==> config.mk <==
export PLATFORM = sky130hd
export DESIGN_NAME = pix_pair_split
export DESIGN_NICKNAME = d
export VERILOG_FILES = /design/src/rtl/pps_pkg.sv /design/src/rtl/pps_feed.sv /design/src/rtl/pps_pair.sv /design/src/rtl/pps_blank.sv /design/src/rtl/pix_pair_split.sv
export SDC_FILE = /design/constraint.sdc
export NUM_CORES = 1
export LEC_CHECK = 0
export ABC_AREA = 1
export ABC_CLOCK_PERIOD_IN_PS = 1700
export BUFFER_PORTS_ARGS = -buffer_cell sky130_fd_sc_hd__buf_2
export CAP_MARGIN = 40
export CORE_MARGIN = 3
export CORE_UTILIZATION = 35
export DETAILED_ROUTE_END_ITERATION = 16
export PLACE_DENSITY = 0.65
export SETUP_SLACK_MARGIN = 0.2
export SYNTH_ARGS = -nofsm -noshare
export SYNTH_HDL_FRONTEND = slang
export SYNTH_SLANG_ARGS = --single-unit
==> constraint.sdc <==
create_clock -name clk -period 1.7 [get_ports clk]
set_clock_uncertainty 0.05 [all_clocks]
set_input_delay 0.34 -clock clk [delete_from_list [all_inputs] [get_ports clk]]
set_output_delay 0.34 -clock clk [all_outputs]
set_load 0.05 [all_outputs]
==> src/rtl/pps_pkg.sv <==
package pps_pkg;
  typedef enum logic [1:0] {
    MODE_SINGLE = 2'b00,
    MODE_DUAL   = 2'b01,
    MODE_SPLIT  = 2'b10,
    MODE_RSVD   = 2'b11
  } mode_e;
endpackage

==> src/rtl/pps_feed.sv <==
module pps_feed #(
  parameter int PIX_W    = 24,
  parameter int LATE_STG = 1
) (
  input  logic             clk,
  input  logic             rst,
  input  logic             clr,
  input  logic             sel_late,
  input  logic             de,
  input  logic             hs,
  input  logic             vs,
  input  logic [PIX_W-1:0] pa,
  input  logic [PIX_W-1:0] pb,
  output logic             f_de,
  output logic             f_hs,
  output logic             f_vs,
  output logic [PIX_W-1:0] f_pa,
  output logic [PIX_W-1:0] f_pb
);
  localparam int FW    = 3 + 2 * PIX_W;
  localparam int DEPTH = 1 + LATE_STG;

  logic [DEPTH-1:0][FW-1:0] stg;
  logic [FW-1:0]            pick;

  always_ff @(posedge clk) begin
    if (rst || clr) begin
      stg <= '0;
    end else begin
      stg[0] <= {de, hs, vs, pa, pb};
      for (int i = 1; i < DEPTH; i++) stg[i] <= stg[i-1];
    end
  end

  assign pick = sel_late ? stg[DEPTH-1] : stg[0];
  assign {f_de, f_hs, f_vs, f_pa, f_pb} = pick;
endmodule

==> src/rtl/pps_pair.sv <==
module pps_pair #(
  parameter int PIX_W = 24
) (
  input  logic             clk,
  input  logic             rst,
  input  logic             clr,
  input  logic             f_de,
  input  logic [PIX_W-1:0] f_pa,
  output logic             p_valid,
  output logic [PIX_W-1:0] p_a,
  output logic [PIX_W-1:0] p_b,
  output logic             flush
);
  logic             have_odd;
  logic [PIX_W-1:0] odd_q;

  always_comb begin
    p_valid = have_odd;
    p_a     = odd_q;
    p_b     = f_de ? f_pa : '0;
    flush   = have_odd && !f_de;
  end

  always_ff @(posedge clk) begin
    if (rst || clr) begin
      have_odd <= 1'b0;
      odd_q    <= '0;
    end else if (have_odd) begin
      have_odd <= 1'b0;
    end else if (f_de) begin
      have_odd <= 1'b1;
      odd_q    <= f_pa;
    end
  end
endmodule

==> src/rtl/pps_blank.sv <==
module pps_blank (
  input  logic clk,
  input  logic rst,
  input  logic clr,
  input  logic f_de,
  output logic err_set
);
  logic prev_de;
  logic seen;
  logic par;

  assign err_set = f_de && !prev_de && seen && par;

  always_ff @(posedge clk) begin
    if (rst || clr) begin
      prev_de <= 1'b0;
      seen    <= 1'b0;
      par     <= 1'b0;
    end else begin
      prev_de <= f_de;
      if (f_de) begin
        seen <= 1'b1;
        par  <= 1'b0;
      end else begin
        par <= ~par;
      end
    end
  end
endmodule

==> src/rtl/pix_pair_split.sv <==
module pix_pair_split
  import pps_pkg::*;
#(
  parameter int CH_W     = 8,
  parameter int N_CH     = 3,
  parameter int LATE_STG = 1,
  parameter int PIX_W    = CH_W * N_CH
) (
  input  logic             clk,
  input  logic             rst,
  input  logic [1:0]       mode,
  input  logic             pwr_down,
  input  logic             edge_sel,
  input  logic             in_de,
  input  logic             in_hs,
  input  logic             in_vs,
  input  logic [PIX_W-1:0] in_pix_a,
  input  logic [PIX_W-1:0] in_pix_b,
  output logic             in_ready,
  output logic             out_oe,
  output logic             out_valid,
  output logic             out_b_en,
  output logic [PIX_W-1:0] out_pix_a,
  output logic [PIX_W-1:0] out_pix_b,
  output logic             out_de,
  output logic             out_hs,
  output logic             out_vs,
  output logic             err_odd_len,
  output logic             err_blank_par
);
  logic             f_de, f_hs, f_vs;
  logic [PIX_W-1:0] f_pa, f_pb;
  logic             p_valid, flush, blank_set;
  logic [PIX_W-1:0] p_a, p_b;
  logic             is_split;
  logic             split_clr;

  assign in_ready  = !pwr_down;
  assign is_split  = (mode == MODE_SPLIT);
  assign split_clr = pwr_down || !is_split;

  pps_feed #(.PIX_W(PIX_W), .LATE_STG(LATE_STG)) i_feed (
    .clk(clk), .rst(rst), .clr(pwr_down), .sel_late(edge_sel),
    .de(in_de), .hs(in_hs), .vs(in_vs), .pa(in_pix_a), .pb(in_pix_b),
    .f_de(f_de), .f_hs(f_hs), .f_vs(f_vs), .f_pa(f_pa), .f_pb(f_pb)
  );

  pps_pair #(.PIX_W(PIX_W)) i_pair (
    .clk(clk), .rst(rst), .clr(split_clr), .f_de(f_de), .f_pa(f_pa),
    .p_valid(p_valid), .p_a(p_a), .p_b(p_b), .flush(flush)
  );

  pps_blank i_blank (
    .clk(clk), .rst(rst), .clr(split_clr), .f_de(f_de), .err_set(blank_set)
  );

  always_ff @(posedge clk) begin
    if (rst) begin
      out_oe        <= 1'b0;
      out_valid     <= 1'b0;
      out_b_en      <= 1'b0;
      out_pix_a     <= '0;
      out_pix_b     <= '0;
      out_de        <= 1'b0;
      out_hs        <= 1'b0;
      out_vs        <= 1'b0;
      err_odd_len   <= 1'b0;
      err_blank_par <= 1'b0;
    end else begin
      err_odd_len   <= err_odd_len   || (flush && !split_clr);
      err_blank_par <= err_blank_par || (blank_set && !split_clr);
      out_oe        <= !pwr_down;
      if (pwr_down) begin
        out_valid <= 1'b0;
        out_b_en  <= 1'b0;
        out_pix_a <= '0;
        out_pix_b <= '0;
        out_de    <= 1'b0;
        out_hs    <= 1'b0;
        out_vs    <= 1'b0;
      end else begin
        out_de <= f_de;
        out_hs <= f_hs;
        out_vs <= f_vs;
        case (mode)
          MODE_SPLIT: begin
            out_valid <= p_valid;
            out_b_en  <= 1'b1;
            out_pix_a <= p_valid ? p_a : '0;
            out_pix_b <= p_valid ? p_b : '0;
          end
          MODE_DUAL: begin
            out_valid <= f_de;
            out_b_en  <= 1'b1;
            out_pix_a <= f_de ? f_pa : '0;
            out_pix_b <= f_de ? f_pb : '0;
          end
          default: begin
            out_valid <= f_de;
            out_b_en  <= 1'b0;
            out_pix_a <= f_de ? f_pa : '0;
            out_pix_b <= '0;
          end
        endcase
      end
    end
  end
endmodule

# After elaboration in Yosys (flattened, before gate mapping)
# Index checks and enable logic that the tools add are counted.
[word_totals]
register_bits = 186
in_bits = 57
output_inout_bits = 57
[op_classes]
eq_ne = 2
muxes = 10
n_bitwise = 2
reduce_logical = 21
[ops]
columns = ["op", "count"]
rows = [
  ["24-bit 2-to-1 mux", 5],
  ["51-bit 2-to-1 mux", 1],
  ["24-bit one-hot mux with 2 select lines", 1],
  ["2-bit OR reduction", 4],
  ["1-bit logical AND", 6],
  ["1-bit zero test", 5],
  ["1-bit logical OR", 5],
  ["1-bit 2-to-1 mux", 3],
  ["2-bit by 1-bit equality test with 1-bit output (second input constant)", 1],
  ["2-bit equality test (second input constant)", 1],
  ["1-bit inverter", 2],
  ["2-bit AND reduction", 1],
]

# Depth between registers and ports, before layout
# Gate-level depths: netlist of run 1.
[depth]
ltp_word = 6
ltp_mapped = 9
ltp_nobuf = 7

# Hierarchy
# Synthesis of run 1 repeated with hierarchy kept, for this count alone.
[hier_totals]
hier_cells = 919
area_unflattened_um2 = 7671.1
[modules_own_cells]
columns = ["module", "instances", "cells_per_inst", "area_per_inst_um2", "seq_area_each_um2"]
rows = [
  ["pps_feed", 1, 485, 4262.8, 2042.0],
  ["pix_pair_split", 1, 253, 2132.0, 1121.1],
  ["pps_pair", 1, 164, 1163.6, 500.5],
  ["pps_blank", 1, 17, 112.6, 60.1],
]

# Worst setup path after synthesis of run 1
# OpenSTA, ideal clock, no wires.
[synth_path]
kind = "input -> register"
startpoint = "input port mode[0]"
endpoint = "register out_pix_b[0]"
arrival_ns = 1.319
required_time_ns = 1.584
slack_ns = 0.265
cell_stages = 7
n_path_buf = 1
cell_sequence = "inv_1 ha_1 nand2_1 inv_2 buf_1 nand3_1 a21oi_2"
[synth_between]
elab_chain_cells = 2
[synth_rtl]
columns = ["element", "line_no", "rtl"]
rows = [
  ["from (decl)", "pix_pair_split.sv:11", "input logic [1:0] mode,"],
  ["2-bit by 1-bit equality test with 1-bit output / 2-bit equality test (equally long branches)", "pix_pair_split.sv:85", "case (mode)"],
  ["24-bit one-hot mux with 2 select lines *", "pix_pair_split.sv:85", ""],
  ["to (signal assigned)", "pix_pair_split.sv:90", "out_pix_b <= p_valid ? p_b : '0;"],
  ["to (signal assigned)", "pix_pair_split.sv:96", "out_pix_b <= f_de ? f_pb : '0;"],
  ["to (decl)", "pix_pair_split.sv:24", "output logic [PIX_W-1:0] out_pix_b,"],
]
# Every way passes the cells marked *; elsewhere a longest branch is shown, timed or not.
# A chain may end at the register's enable or synchronous reset.

# Worst setup path after layout of run 1
[layout_path]
startpoint = "register out_pix_a[13]"
endpoint = "output port out_pix_a[13]"
[layout_lines]
columns = ["element", "line_no", "rtl"]
rows = [
  ["from (decl)", "pix_pair_split.sv:23", "output logic [PIX_W-1:0] out_pix_a,"],
  ["from (signal assigned)", "pix_pair_split.sv:89", "out_pix_a <= p_valid ? p_a : '0;"],
  ["from (signal assigned)", "pix_pair_split.sv:95", "out_pix_a <= f_de ? f_pa : '0;"],
  ["from (signal assigned)", "pix_pair_split.sv:101", "out_pix_a <= f_de ? f_pa : '0;"],
]
# No word-level cell between the ends.

==> results of run 1 <==
[worst reg2reg max path: stages (launching register included)]
cell	delay, ns
sky130_fd_sc_hd__dfxtp_1	0.33
sky130_fd_sc_hd__nand2_1	0.07
sky130_fd_sc_hd__nand2_2	0.19
sky130_fd_sc_hd__nand2_1	0.24
sky130_fd_sc_hd__buf_4	0.24
sky130_fd_sc_hd__nand2_1	0.06
sky130_fd_sc_hd__a21oi_1	0.06
[layout by cell type (no fill, tap or decap)]
cell type / n
sky130_fd_sc_hd__a21oi_1: 39
sky130_fd_sc_hd__inv_1: 110
sky130_fd_sc_hd__inv_4: 1
sky130_fd_sc_hd__a21oi_2: 13
sky130_fd_sc_hd__nor2_1: 107
sky130_fd_sc_hd__clkinvlp_4: 5
sky130_fd_sc_hd__buf_4: 25
sky130_fd_sc_hd__o21ai_0: 4
sky130_fd_sc_hd__ha_1: 2
sky130_fd_sc_hd__inv_2: 2
sky130_fd_sc_hd__nand2_2: 1
sky130_fd_sc_hd__nor3_1: 1
sky130_fd_sc_hd__clkbuf_16: 17
sky130_fd_sc_hd__nand2_1: 223
sky130_fd_sc_hd__bufinv_16: 2
sky130_fd_sc_hd__nand3_1: 97
sky130_fd_sc_hd__buf_2: 113
sky130_fd_sc_hd__nor2_4: 3
sky130_fd_sc_hd__inv_6: 3
sky130_fd_sc_hd__clkinv_2: 3
sky130_fd_sc_hd__clkbuf_1: 2
sky130_fd_sc_hd__or2_1: 1
sky130_fd_sc_hd__clkinv_1: 2
sky130_fd_sc_hd__buf_12: 6
sky130_fd_sc_hd__clkinv_4: 1
sky130_fd_sc_hd__dfxtp_1: 186
[stage by stage]
step           utilization (%)  total power [mW]  std cells  instance area (um2)
6_report                  44.2              8.74       1198                 8030
3_5_place_dp              41.1              5.01       1166                 7450
2_1_floorplan                -              4.83        842                 6540
4_1_cts                   44.2              8.83       1198                 8030
5_1_grt                   44.2              9.09       1198                 8030
3_3_place_gp              41.1              5.01       1166                 7450
[registers in the layout, indices dropped and copies added (netlist names)]
signal	count
i_pair.p_a	24
i_blank.prev_de	1
out_valid	1
i_feed.stg	102
out_vs	1
out_de	1
err_blank_par	1
err_odd_len	1
out_oe	1
out_b_en	1
out_pix_a	24
i_pair.p_valid	1
out_hs	1
i_blank.seen	1
i_blank.par	1
out_pix_b	24
[path summary, 6_finish.rpt]
check	from	endpoint	slack (ns)	cells past startpoint
setup / recovery	out_pix_a[13]$_SDFF_PP0_	out_pix_a[13]	0.25	1
hold / removal	in_pix_a[9]	i_feed.stg[33]$_SDFF_PP0_	0.08	3
setup reg to reg	i_feed.stg[50]$_SDFF_PP0_	i_pair.p_a[8]$_SDFFE_PP0P_	0.35	6
hold reg to reg	i_feed.stg[7]$_SDFF_PP0_	i_feed.stg[58]$_SDFF_PP0_	0.37	2
[power groups by stage]
stage,Combinational [mW],Clock (mW),Sequential (mW)
after floorplan,0.256,0,4.57
after global placement,0.449,0,4.56
after detailed placement,0.450,0,4.56
after CTS,0.453,3.92,4.46
after global routing,0.503,4.12,4.47
final,0.445,3.83,4.46
[logic make-up after synthesis]
group | Yosys count
simple gates | 433
flops | 186
buf+inv | 165
compound gates | 56
fa+ha+maj | 2
[area by class of cell]
| cell class | count | area [um2] |
|---|---|---|
| clock buffer | 19 | 433 |
| clock inverter | 13 | 143 |
| fill | 1834 | 10100 |
| inverter | 116 | 439 |
| multi-input combinational | 491 | 2130 |
| sequential | 186 | 3720 |
| tap | 229 | 287 |
| timing repair buffer | 144 | 873 |
[layer usage]
| layer | global-route usage, % | up-vias | share of wire, % |
|---|---|---|---|
| met2 | 25.1 | 93 | 47 |
| met1 | 20.4 | 2287 | 47 |
| li1 | - | 2772 | - |
| met5 | 0 | - | 0 |
| met3 | 4.59 | 11 | 4.6 |
| met4 | 5.05 | 0 | 1.3 |
[cell usage after synthesis (all sizes together)]
library cell and instances:
ha 2, nand3 97, nand2 224, nor2 110, clkbuf 14, nor3 1, inv 114, clkinv 2
a21oi 52, o21ai 4, buf 35, dfxtp 186, or2 1
==> summary.md, run 1 <==
| Metric | Value |
|---|---|
| Result of the run | finished clean |
| Final hold violation count | 0 |
| Average instance area after synthesis | 7.77 um2 |
| Share of layout cells above drive strength 1 | 20.1% |
| Minimum clock period | 1.45 ns |
| Clk_lat worst skew | 0.42 ns |
| Post-Synth Simple-Gate Area | 27.1% |
| Setup repair after global routing missed its margin | false |
| Num ports | between 100 and 150 |
| Count of routing violations after the opening detailed-route iteration | roughly 360 |
| Area share of the leading cell type in the synthesized netlist | 56.9% |
| Estimated wirelength of the detail-placed design | 11.0 mm |
| Crit. End Element | output port |
| Maximum fanout encountered on the critical timing path | 1 |
| Routed Wire Length | ~15 mm |
| Register bit count reported by yosys | about 190 |
| Net Count, Synth | 901 |
| CTS tree | yes |
| Vias in the first global route | 4915 |
| Setup crit start kind | flip-flop |
| Number of nets with antenna violations after routing | 0 |
| Largest family of logic cells by synthesized area | simple AND/OR/NAND/NOR gates |
| Total power per unit cell area | between 1000 and 1500 mW/mm2 |
| Synthesized netlist cell count | 842 |
| Clock power share | 43.8% |
| Post CTS Setup Buffer Count | 0 |
| Cell internal pwr | about 6.8 mW |
| H-Tree Level Count | 4 |
| Die height | roughly 140 um |
| Proportion of synthesized chip area in sequential cells | 56.9% |
| Cell taking the most area after synthesis | sky130_fd_sc_hd__dfxtp_1 |
| Distinct cell type count of the synthesized netlist | 21 |
| Critical-path cell list | buf_2 |
| Classification of the worst-slack hold path | in2reg |
| Worst stage delay on the critical path | 0.36 ns |
| Wire length of the first global-routing pass | between 20 and 25 mm |
| Area grow syn2layout | 22.7% |
| Share of power burned in registers | 51.1% |
| Core box area | 0.0181 mm2 |
| Synth area leaders | sky130_fd_sc_hd__dfxtp_1 (57%), sky130_fd_sc_hd__nand2_1 (13%), sky130_fd_sc_hd__nand3_1 (7.4%) |
| Synthesized-area fraction occupied by ao, oa, aoi and oai cells | 5.03% |
| Cell type of the slowest stage on the worst timing path | sky130_fd_sc_hd__dfxtp_1 |
| Crit Path Class | reg2out |
| Number of pins with negative max-slew slack in the final report | 0 |
| Yosys warning count | 0 |
| Number of vias after detailed routing | 5163 |
| Highest clock rate | 691 MHz |
| Switching power share of the total | 22.6% |
| 1st-pass router iterations | 4 |
| Pin count of the biggest net entering global routing | 50 |
| TritonCTS sink count | approximately 190 |
| Clk buf depth | 2 |
| Sum of buffers and inverters on the critical path | 1 |
| Buffers on Ports | between 100 and 150 |
| Share of cell area taken by muxes after synthesis | 0% |
| Placement row count | 49 |
| Clock-pin slew on the worst setup and hold paths | 0.07 ns |
| Die Outline Area | 0.0204 mm2 |
| Die Span X | 143 um |
| Max-Slew Margin vs Limit | 80.2% |
| Pre-CTS setup slack | ~0.082 ns |
| Worst Hold Margin | 0.0757 ns |
| Data arrival, critical path | ~1.1 ns |
| Count of maximum capacitance violations | 0 |
| Number of nets in the final layout | ~1000 |
| Maximum resistive drop on vdd | 0.726 mV |
| Per-cell via count in the routed design | 4.31 |
| Switch Pwr | 1.97 mW |
| Final-report setup violation count | 0 |
| DRC | 0 |
| ANT cells | 0 |
| Leakage power summed over all cells | 3.72 nW |
| Synth Area in Adders | 0.382% |
| GPL Wtd Cong | a little over 0.8 |
| Logic pwr share | 5.1% |
| GR Overflow Total | 0 |
| CTS Root Buffer Type | sky130_fd_sc_hd__clkbuf_16 |
| Synthesized-area fraction occupied by xor and xnor cells | 0% |
| TNS Setup | 0 ns |
| Initial antenna violation count | 0 |
| Slew at the pin closest to its max-slew limit | 0.298 ns |
| Worst path top cell family by delay | flip-flops |
| Initial cell density of the core | 36.1% |
| All-Layer GR Usage | roughly 16% |
| Endpoint required time on the critical path | 1.31 ns |
| Count of hold-fix buffers inserted at cts | 0 |
| Min setup slack post-route | 0.252 ns |
| Post-cts gate resize count | 0 |
| Ratio of final minimum period to clock period | 85.2% |
| DR WL/cell | 12.8 um |
| Number of buffers inserted during clock tree synthesis | 17 |
| Synthesized cell area | 0.00654 mm2 |
Power figures use the tool's default switching activity.
==> inputs of run 2 (changes only) <==
Settings changed: ABC_CLOCK_PERIOD_IN_PS 1700 to 1500, SKIP_CTS_REPAIR_TIMING from default to 1.
Clock period 1.7 ns to 1.5 ns, I/O delays scaled along.
==> run 2 against run 1 <==
Die area unchanged. Count of clock-buffer cells in the layout is 3 higher. Critical endpoint is now out_pix_b[17]. Sequential power grew 13%. Sequential share of layout area down 2.6 points. Highest routed layer unchanged. Via count rose by 2.4%.
==> summary.md, run 2 (synthesis results as in run 1) <==
| Metric | Value |
|---|---|
| Number of nets with antenna violations after routing | 0 (unchanged) |
| All-Layer GR Usage | 16.2% (+0.58 points) |
| 1st-pass router iterations | 6 (+2) |
| Per-cell via count in the routed design | 4.38 (+1.7%) |
| Die Outline Area | 0.0204 mm2 (unchanged) |
| Clk_lat worst skew | 0.42 ns (about the same) |
| Min setup slack post-route | 0.215 ns (-0.0371 ns) |
| Initial cell density of the core | 36.1% (unchanged) |
| Flip-flop count of the largest register after layout | 102 (unchanged) |
| Placement row count | 49 (unchanged) |
| Min-Delay Startpoint | in_pix_b[12] |
| Leakage power summed over all cells | 3.89 nW (+4.5%) |
| Clock-pin slew on the worst setup and hold paths | 0.06 ns (about the same) |
| Die Span X | 143 um (unchanged) |
| Slew at the pin closest to its max-slew limit | 0.457 ns (+0.159 ns) |
| Overall power of the completed layout | 10.3 mW (+17%) |
| Flop-to-flop setup slack | 0.29 ns (-0.06 ns) |
| Wire length of the first global-routing pass | 25.9 mm (+3.9%) |
| Result of the run | finished clean |
| Initial antenna violation count | 0 (unchanged) |
| Number of cells on the worst reg-to-reg path | 7 (+1) |
| Share of layout cells above drive strength 1 | 25.3% (+5.2 points) |
| Count of cell instances traversed by the critical path | 1 (unchanged) |
| Worst stage delay on the critical path | 0.34 ns (-0.02 ns) |
| H-Tree Level Count | 4 (unchanged) |
| DRC | 0 (unchanged) |
| Vias in the first global route | 4950 (+0.71%) |
| Minimum clock period | 1.29 ns |
| Hold-critical path depth | 3 (unchanged) |
| Buffers on Ports | 113 (unchanged) |
| Final-report setup violation count | 0 (unchanged) |
| Final hold violation count | 0 (unchanged) |
| GPL Wtd Cong | 0.809 (+0.20%) |
| GR Overflow Total | 0 (unchanged) |
| Die height | 143 um (unchanged) |
| Num ports | 114 (unchanged) |
| CTS tree | yes |
| Worst Hold Path EP | i_feed.stg[12]$_SDFF_PP0_ |
| Core box area | 0.0181 mm2 (unchanged) |
| Cell type of the slowest stage on the worst timing path | sky130_fd_sc_hd__dfxtp_1 |
| Number of buffers inserted during clock tree synthesis | 17 (unchanged) |
| Crit Reg-Reg Endpoint | out_pix_a[19]$_SDFF_PP0_ |
| Setup repair after global routing missed its margin | true |
| Data arrival, critical path | 0.94 ns (-0.12 ns) |
| Count of maximum capacitance violations | 0 (unchanged) |
| Clk buf depth | 2 (unchanged) |
| Estimated wirelength of the detail-placed design | 11.6 mm (+5.4%) |
| Maximum fanout encountered on the critical timing path | 1 (unchanged) |
| TNS Setup | 0 ns (unchanged) |
| Count of routing violations after the opening detailed-route iteration | 353 (-1.7%) |
| Startpoint of the most critical register-to-register path | i_feed.stg[50]$_SDFF_PP0_ |
| Total power per unit cell area | 1180 mW/mm2 (+8.9%) |
| Crit. End Element | output port |
| Endpoint required time on the critical path | 1.15 ns (-0.16 ns) |
| Most frequent cells in the layout | sky130_fd_sc_hd__nand2_1 (221), sky130_fd_sc_hd__dfxtp_1 (145), sky130_fd_sc_hd__inv_1 (110) |
| Highest clock rate | 778 MHz |
| Critical-path cell list | buf_6 |
| CTS Root Buffer Type | sky130_fd_sc_hd__clkbuf_16 |
| Pre-CTS setup slack | 0.0259 ns (-0.0560 ns) |
| Ratio of final minimum period to clock period | 85.7% |
| Reg with most FFs | i_feed.stg |
| Most frequent standard cell in the layout excluding fill and tap cells | sky130_fd_sc_hd__nand2_1 |
| Classification of the worst-slack hold path | in2reg |
| Routed Wire Length | 16.3 mm (+6.0%) |
| Max-Slew Margin vs Limit | 69.6% (-11 points) |
| Sum of buffers and inverters on the critical path | 1 (unchanged) |
| Number of pins with negative max-slew slack in the final report | 0 (unchanged) |
| Placed Cells incl. Taps | 1171 (+0.43%) |
| Final-layout fill cell count | 1742 (-5.0%) |
| Maximum resistive drop on vdd | 0.820 mV (+13%) |
| Crit Path Class | reg2out |
| DR WL/cell | 13.5 um (+5.3%) |
| ANT cells | 0 (unchanged) |
| TritonCTS sink count | 186 (unchanged) |
| Area grow syn2layout | 32.2% |
| Number of nets in the final layout | 1025 (+0.99%) |
| Setup crit start kind | flip-flop |
| Number of vias after detailed routing | 5287 (+2.4%) |
| Worst path top cell family by delay | flip-flops |
| Pin count of the biggest net entering global routing | 53 (+6.0%) |
| Post-route insts no fill | 1206 (+0.67%) |
[run 2: per-layer routing]
metal	routed length [um]	track usage, %	part of all wire (%)
met1	7560	22.2	46
met2	7630	25.3	47
met3	864	4.05	5.3
met4	208	5.20	1.3
met5	0	0	0
[run 2: worst min-delay path, cell delays in order]
cell and delay (ns):
sky130_fd_sc_hd__buf_2 0.09, sky130_fd_sc_hd__inv_1 0.04, sky130_fd_sc_hd__nor2_1 0.03
[run 2: report_power, final]
| part | internal, mW | leakage [nW] | switching [mW] |
|---|---|---|---|
| sequential | 5.02 | 1.53 | 0.0407 |
| combinational | 0.193 | 2.05 | 0.340 |
| clock | 2.90 | 0.302 | 1.76 |
[run 2: layout make-up]
type | instances | area (um2) | share of cell area (%)
clock buffer | 22 | 474 | 5.48
clock inverter | 8 | 143 | 1.65
inverter | 116 | 443 | 5.12
multi-input combinational | 491 | 2140 | 24.7
sequential | 186 | 3780 | 43.7
tap | 229 | 287 | 3.31
timing repair buffer | 154 | 1380 | 16.0
[run 2: worst max path at each step]
stage	from	end	slack, ns
2_1_floorplan	mode[0]	out_pix_b[4]$_SDFF_PP0_	0.21
6_report	out_pix_b[17]$_SDFF_PP0_	out_pix_b[17]	0.21
3_5_place_dp	mode[0]	out_pix_b[15]$_SDFF_PP0_	0.03
5_1_grt	out_pix_b[17]$_SDFF_PP0_	out_pix_b[17]	0.18
4_1_cts	out_pix_b[10]$_SDFF_PP0_	out_pix_b[10]	0.05
3_3_place_gp	mode[0]	out_pix_b[16]$_SDFF_PP0_	0.02
[run 2: metrics by stage]
stage	area (um2)	hold WS, ns	util (%)
5_1_grt	8650	0.0191	47.7
3_5_place_dp	7500	0.366	41.3
6_report	8650	0.0345	47.7
3_3_place_gp	7500	0.362	41.3
4_1_cts	8120	0.0161	44.7
2_1_floorplan	6550	0.319	-
